<file path="src/rtl/lbist_pkg.sv">
package lbist_pkg;

    localparam int          WORD_W    = 32;
    localparam int          LFSR_W    = 31;
    localparam logic [7:0]  OFS_CTRL  = 8'h50;
    localparam logic [7:0]  OFS_FIXED = 8'h54;
    localparam int          BIT_RUN   = 31;
    localparam int          BIT_FIXED = 30;
    localparam int          SEL_LSB   = 16;

    typedef enum logic [1:0] {
        ST_IDLE,
        ST_SYNC,
        ST_TRACK
    } chk_state_t;

    // Steps the x^31 + x^28 + 1 register 32 times, returning {state, word}.
    function automatic logic [LFSR_W+WORD_W-1:0] prbs_step(input logic [LFSR_W-1:0] s);
        logic [LFSR_W-1:0] t;
        logic [WORD_W-1:0] w;
        logic              b;
        t = s;
        w = '0;
        for (int i = 0; i < WORD_W; i++) begin
            b = t[30] ^ t[27];
            w = {w[WORD_W-2:0], b};
            t = {t[LFSR_W-2:0], b};
        end
        return {t, w};
    endfunction

endpackage

</file>
<file path="src/rtl/lbist_regs.sv">
module lbist_regs
    import lbist_pkg::*;
#(
    parameter int ADDR_W = 8
) (
    input  logic              clk,
    input  logic              rst_n,
    input  logic              we,
    input  logic [ADDR_W-1:0] addr,
    input  logic [WORD_W-1:0] wdata,
    output logic [WORD_W-1:0] rdata,
    output logic [WORD_W-1:0] ctrl,
    output logic [WORD_W-1:0] fixed_word,
    output logic              run_rise
);

    logic hit_ctrl;
    logic hit_fixed;

    assign hit_ctrl  = (addr == ADDR_W'(OFS_CTRL));
    assign hit_fixed = (addr == ADDR_W'(OFS_FIXED));

    always_ff @(posedge clk) begin
        if (!rst_n) begin
            ctrl       <= '0;
            fixed_word <= '0;
        end else if (we) begin
            if (hit_ctrl)  ctrl       <= wdata;
            if (hit_fixed) fixed_word <= wdata;
        end
    end

    assign run_rise = we && hit_ctrl && wdata[BIT_RUN] && !ctrl[BIT_RUN];

    always_comb begin
        rdata = '0;
        if (hit_ctrl)  rdata = ctrl;
        if (hit_fixed) rdata = fixed_word;
    end

endmodule

</file>
<file path="src/rtl/lbist_prbs.sv">
module lbist_prbs
    import lbist_pkg::*;
#(
    parameter logic [LFSR_W-1:0] SEED = 31'h2A5C_0F13
) (
    input  logic              clk,
    input  logic              rst_n,
    input  logic              load,
    input  logic              adv,
    output logic [WORD_W-1:0] word
);

    logic [LFSR_W-1:0]        state;
    logic [LFSR_W+WORD_W-1:0] step;

    assign step = prbs_step(state);
    assign word = step[WORD_W-1:0];

    always_ff @(posedge clk) begin
        if (!rst_n)      state <= SEED;
        else if (load)   state <= SEED;
        else if (adv)    state <= step[LFSR_W+WORD_W-1:WORD_W];
    end

endmodule

</file>
<file path="src/rtl/lbist_check.sv">
module lbist_check
    import lbist_pkg::*;
#(
    parameter int ERR_W = 16,
    parameter int CNT_W = 32
) (
    input  logic              clk,
    input  logic              rst_n,
    input  logic              run,
    input  logic              run_rise,
    input  logic              beat_valid,
    input  logic [WORD_W-1:0] beat_data,
    input  logic [WORD_W-1:0] expected,
    output logic              accept,
    output logic              err_flag,
    output logic [ERR_W-1:0]  err_cnt,
    output logic [CNT_W-1:0]  cmp_cnt
);

    localparam logic [ERR_W-1:0] ERR_MAX = '1;

    chk_state_t state, state_nxt;
    logic       miss;

    always_ff @(posedge clk) begin
        if (!rst_n) state <= ST_IDLE;
        else        state <= state_nxt;
    end

    always_comb begin
        state_nxt = state;
        if (run_rise) begin
            state_nxt = ST_SYNC;
        end else begin
            unique case (state)
                ST_IDLE:  state_nxt = ST_IDLE;
                ST_SYNC:  if (!run) state_nxt = ST_IDLE;
                          else if (beat_valid) state_nxt = ST_TRACK;
                ST_TRACK: if (!run) state_nxt = ST_IDLE;
                default:  state_nxt = ST_IDLE;
            endcase
        end
    end

    always_comb begin
        accept = 1'b0;
        unique case (state)
            ST_IDLE:  accept = 1'b0;
            ST_SYNC,
            ST_TRACK: accept = run && beat_valid;
            default:  accept = 1'b0;
        endcase
        miss = accept && (beat_data != expected);
    end

    always_ff @(posedge clk) begin
        if (!rst_n || run_rise) begin
            err_flag <= 1'b0;
            err_cnt  <= '0;
            cmp_cnt  <= '0;
        end else begin
            if (accept) cmp_cnt <= cmp_cnt + 1'b1;
            if (miss) begin
                err_flag <= 1'b1;
                if (err_cnt != ERR_MAX) err_cnt <= err_cnt + 1'b1;
            end
        end
    end

endmodule

</file>
<file path="src/rtl/lbist_engine.sv">
module lbist_engine
    import lbist_pkg::*;
#(
    parameter int                NPORTS = 4,
    parameter int                ADDR_W = 8,
    parameter int                ERR_W  = 16,
    parameter int                CNT_W  = 32,
    parameter logic [LFSR_W-1:0] SEED   = 31'h2A5C_0F13
) (
    input  logic                     clk,
    input  logic                     rst_n,
    input  logic                     reg_we,
    input  logic [ADDR_W-1:0]        reg_addr,
    input  logic [WORD_W-1:0]        reg_wdata,
    output logic [WORD_W-1:0]        reg_rdata,
    output logic [NPORTS*WORD_W-1:0] tx_data,
    output logic [NPORTS-1:0]        tx_valid,
    input  logic [NPORTS*WORD_W-1:0] lb_data,
    input  logic [NPORTS-1:0]        lb_valid,
    output logic                     bist_err,
    output logic [ERR_W-1:0]         mismatch_cnt,
    output logic [CNT_W-1:0]         beat_cnt
);

    localparam int SEL_W = (NPORTS > 1) ? $clog2(NPORTS) : 1;

    logic [WORD_W-1:0] ctrl;
    logic [WORD_W-1:0] fixed_word;
    logic              run_rise;
    logic              run;
    logic              use_fixed;
    logic [SEL_W-1:0]  sel;
    logic [WORD_W-1:0] tx_prbs;
    logic [WORD_W-1:0] chk_prbs;
    logic [WORD_W-1:0] tx_word;
    logic [WORD_W-1:0] expected;
    logic              sel_valid;
    logic [WORD_W-1:0] sel_data;
    logic              accept;

    assign run       = ctrl[BIT_RUN];
    assign use_fixed = ctrl[BIT_FIXED];
    assign sel       = ctrl[SEL_LSB +: SEL_W];
    assign tx_word   = use_fixed ? fixed_word : tx_prbs;
    assign expected  = use_fixed ? fixed_word : chk_prbs;
    assign sel_valid = lb_valid[sel];
    assign sel_data  = lb_data[sel*WORD_W +: WORD_W];

    lbist_regs #(.ADDR_W(ADDR_W)) u_regs (
        .clk        (clk),
        .rst_n      (rst_n),
        .we         (reg_we),
        .addr       (reg_addr),
        .wdata      (reg_wdata),
        .rdata      (reg_rdata),
        .ctrl       (ctrl),
        .fixed_word (fixed_word),
        .run_rise   (run_rise)
    );

    lbist_prbs #(.SEED(SEED)) u_tx_gen (
        .clk   (clk),
        .rst_n (rst_n),
        .load  (run_rise),
        .adv   (run),
        .word  (tx_prbs)
    );

    lbist_prbs #(.SEED(SEED)) u_chk_gen (
        .clk   (clk),
        .rst_n (rst_n),
        .load  (run_rise),
        .adv   (accept),
        .word  (chk_prbs)
    );

    lbist_check #(.ERR_W(ERR_W), .CNT_W(CNT_W)) u_check (
        .clk        (clk),
        .rst_n      (rst_n),
        .run        (run),
        .run_rise   (run_rise),
        .beat_valid (sel_valid),
        .beat_data  (sel_data),
        .expected   (expected),
        .accept     (accept),
        .err_flag   (bist_err),
        .err_cnt    (mismatch_cnt),
        .cmp_cnt    (beat_cnt)
    );

    for (genvar g = 0; g < NPORTS; g++) begin : g_lane
        always_ff @(posedge clk) begin
            if (!rst_n) begin
                tx_valid[g]                  <= 1'b0;
                tx_data[g*WORD_W +: WORD_W] <= '0;
            end else begin
                tx_valid[g]                  <= run && ctrl[g];
                tx_data[g*WORD_W +: WORD_W] <= (run && ctrl[g]) ? tx_word : '0;
            end
        end
    end

endmodule

</file>
<file path="config.mk">
export PLATFORM = sky130hd
export DESIGN_NAME = lbist_engine
export DESIGN_NICKNAME = d
export VERILOG_FILES = /design/src/rtl/lbist_pkg.sv /design/src/rtl/lbist_regs.sv /design/src/rtl/lbist_prbs.sv /design/src/rtl/lbist_check.sv /design/src/rtl/lbist_engine.sv
export SDC_FILE = /design/constraint.sdc
export NUM_CORES = 1
export LEC_CHECK = 0
export BUFFER_PORTS_ARGS = -buffer_cell sky130_fd_sc_hd__buf_2
export CELL_PAD_IN_SITES_DETAIL_PLACEMENT = 1
export CELL_PAD_IN_SITES_GLOBAL_PLACEMENT = 2
export CORE_ASPECT_RATIO = 0.8
export CORE_MARGIN = 1
export CORE_UTILIZATION = 33
export CTS_CLUSTER_DIAMETER = 50
export CTS_CLUSTER_SIZE = 16
export DETAILED_ROUTE_END_ITERATION = 10
export PLACE_DENSITY_LB_ADDON = 0.15
export SYNTH_ARGS = -nofsm -noshare
export SYNTH_HDL_FRONTEND = slang
export SYNTH_SLANG_ARGS = --single-unit
</file>
<file path="constraint.sdc">
create_clock -name clk -period 4.4 [get_ports clk]
set_input_delay 1.32 -clock clk [delete_from_list [all_inputs] [get_ports clk]]
set_output_delay 1.32 -clock clk [all_outputs]
set_load 0.02 [all_outputs]
</file>
==> summary.md <==
| Metric | Value |
|---|---|
| Residual DRC | `0` |
| Crit path max fanout | `34` |
| Peak VDD IR | `0.000236 V` |
| Post-synth EDFFs | `0` |
| Remaining antenna violation count after routing | `0` |
| Detailed placement HPWL | `35.9 mm` |
| Netlist cell types | `47` |
| Sink Count | `309` |
| Post-synthesis cell count | `1455` |
| Post-synth top flop | `dfxtp_1` |
| Hold Slack | `~460 ps` |
| Fmax | `between 0.2 and 0.3 GHz` |
| # IOs | `between 300 and 400` |
| Cts bufs inserted | `38` |
| Worst Clk Skew | `29.0 ps` |
| Worst setup margin | `676 ps` |
| CTS tree | `done` |
| Setup Slack @ Placement | `between 600 and 700 ps` |
| Syn nets | `~1600` |
| Routed vias/inst | `4.84` |
| Clock Pin Slew Worst Setup and Hold Paths | `~70 ps` |
| Net count, final | `around 2000` |
| Met3 usage | `0.0353` |
| Share of cells above drive strength 1 | `0.278` |
| Synthesized area per cell | `between 8 and 9 um2` |
| Post-CTS Hold Buffers | `0` |
| Worst hold-check path type | `reg2reg` |
| Multi-input gate area | `between 6000 and 7000 um2` |
| Final period util | `0.846` |
| Startpoint Class | `input pin` |
| Grt ovf | `0` |
| Synth Register Bits | `between 300 and 400` |
| Post-route minimum period | `3720 ps` |
| CTS max path bufs | `3` |
| First-pass DRT Iterations | `5` |
| Die Ht | `around 180 um` |
| Rel. slew slack | `0.505` |
| Post-Syn Area | `around 13000 um2` |
| Horiz. Die Dim | `224 um` |
| Slew @ Worst Pin | `around 740 ps` |
| Post-cts repair resize count | `0` |
| Core region area | `approximately 39000 um2` |
| Layout area overhead | `28.5%` |
| Slew Limit Fails | `0` |
| Wire length per cell | `approximately 20 um` |
| Met2 Use GR | `0.385` |
| Largest net degree at the start of global routing | `60` |
| Worst EP required | `3080 ps` |
| Wirelength, routed | `47.5 mm` |
| # rows | `64` |
| Critical Path End Type | `primary output` |
| Final hold viol count | `0` |
| Status | `completed` |
| Kind of critical path | `in2out` |
| MaxCap Viol Count | `0` |
| Number of global-route vias before repair | `11800` |
| Most common cell after layout, fill and taps aside | `buf_2` |
| TNS Setup | `0 ps` |
| Clk_lat worst skew | `around 540 ps` |
| Global placer's final weighted congestion | `0.829` |
| DRT iter0 DRCs | `a little under 600` |
| Seq/Total Area, Yosys | `0.474` |
| Crit path DAT | `approximately 2400 ps` |
| GR Util met1 | `0.315` |
| H-tree Lvls | `2` |
| Vias | `11500` |
| Total Routing Usage GR | `0.232` |
| Initial Util | `0.338` |
| P_leak | `7.29 nW` |
| Number of synthesis warnings | `0` |
| Layer with the highest usage | `met2` |
| DIE AREA | `between 40000 and 50000 um2` |
| First-pass GRT wire length | `about 72 mm` |
| Setup Viol. Count Final | `0` |
| Port bufs | `slightly below 400` |
| RSZ-0062 raised after global routing | `no` |
| Initial antenna violation count | `11` |
| Fill cell count | `4583` |
| Post-CTS Setup Bufs | `0` |
| Clock Root Buffer | `clkbuf_16` |
| Register area | `~6200 um2` |
| Ys async rst share | `0` |
| Pwr dens | `~370 nW/um2` |
| Most frequent cells in the layout | `387 x buf_2, 306 x dfxtp_1, 250 x nor2_1, 247 x nand2_1, 85 x xor2_1` |
path summary, 6_finish.rpt:
check                        to       startpoint  slack (ps)  cells after the start
min reg2reg     u_regs.ctrl[29]  u_regs.ctrl[29]         460                      2
max               reg_rdata[15]      reg_addr[1]         680                      6
min             u_regs.ctrl[29]  u_regs.ctrl[29]         460                      2
max reg2reg  u_check.err_cnt[4]  u_regs.ctrl[16]        1100                      8
Yosys cell counts (all sizes together), types with 4 or more instances:
| cell type | instances | area share |
|---|---|---|
| dfxtp | 309 | 0.47 |
| nor2 | 250 | 0.072 |
| nand2 | 247 | 0.071 |
| xor2 | 85 | 0.057 |
| clkbuf | 66 | 0.021 |
| o21ai | 66 | 0.025 |
| a21boi | 64 | 0.037 |
| nand2b | 58 | 0.028 |
| mux2i | 49 | 0.038 |
| xnor2 | 39 | 0.026 |
| mux4 | 33 | 0.061 |
| nand3 | 32 | 0.012 |
| a21oi | 30 | 0.012 |
| buf | 23 | 0.012 |
| nand4 | 19 | 0.0096 |
| a211oi | 13 | 0.0075 |
| inv | 11 | 0.0032 |
| and3 | 9 | 0.0043 |
| nor3 | 7 | 0.0027 |
| or3 | 7 | 0.0037 |
| and4 | 5 | 0.0034 |
| nor4 | 5 | 0.0029 |
| and2 | 4 | 0.0019 |
| ha | 4 | 0.0038 |
area by class of cell:
class,instances,share of cell area
well taps,528,0.0394
inverters,11,0.00246
flip-flops and latches,309,0.369
multi-input cells,1046,0.383
clock buffers,42,0.0620
repair buffers,416,0.131
diodes,5,0.000746
clock inverters,23,0.0132
flip-flops by register name (all words and copies together) (netlist names), 2 cells and up:
register / cells
u_regs.fixed_word: 32
tx_valid: 4
u_tx_gen.state: 31
u_check.state: 2
tx_data: 128
u_check.cmp_cnt: 32
u_check.err_cnt: 16
u_regs.ctrl: 32
u_chk_gen.state: 31
routing by layer:
layer,up-vias,wire length (um)
met2,326,22500
met3,57,2220
met1,5563,21900
met4,0,895
li1,5578,-
met5,-,0
cells by family after synthesis:
| kind of cell | Yosys count | synth area share |
|---|---|---|
| AOI/OAI and AO/OA | 184 | 0.0875 |
| and+or+nand+nor | 652 | 0.218 |
| adders and majority gates | 4 | 0.00383 |
| xor gates and xnor gates | 124 | 0.0832 |
| muxes | 82 | 0.0983 |
| buffers and inverters | 100 | 0.0357 |
| DFF | 309 | 0.474 |
power by group:
part	switching (mW)	internal (mW)
Sequential	0.00107	2.80
Combinational	0.0981	0.108
Clock	1.34	1.81
per-stage QoR:
step	util	instances	power (mW)	cell area [um2]
4_1_cts	0.434	2375	6.24	16800
6_report	0.435	2380	6.16	16800
2_1_floorplan	-	1455	2.95	13100
5_1_grt	0.434	2378	6.37	16800
3_3_place_gp	0.402	2310	3.06	15500
3_5_place_dp	0.402	2310	3.07	15500
critical path, stage by stage:
cell and delay (ps):
buf_2 100, nor4b_1 290, nand2_1 80, buf_4 250, nor2_1 170, buf_2 180
(Power assumes the default switching activity.)
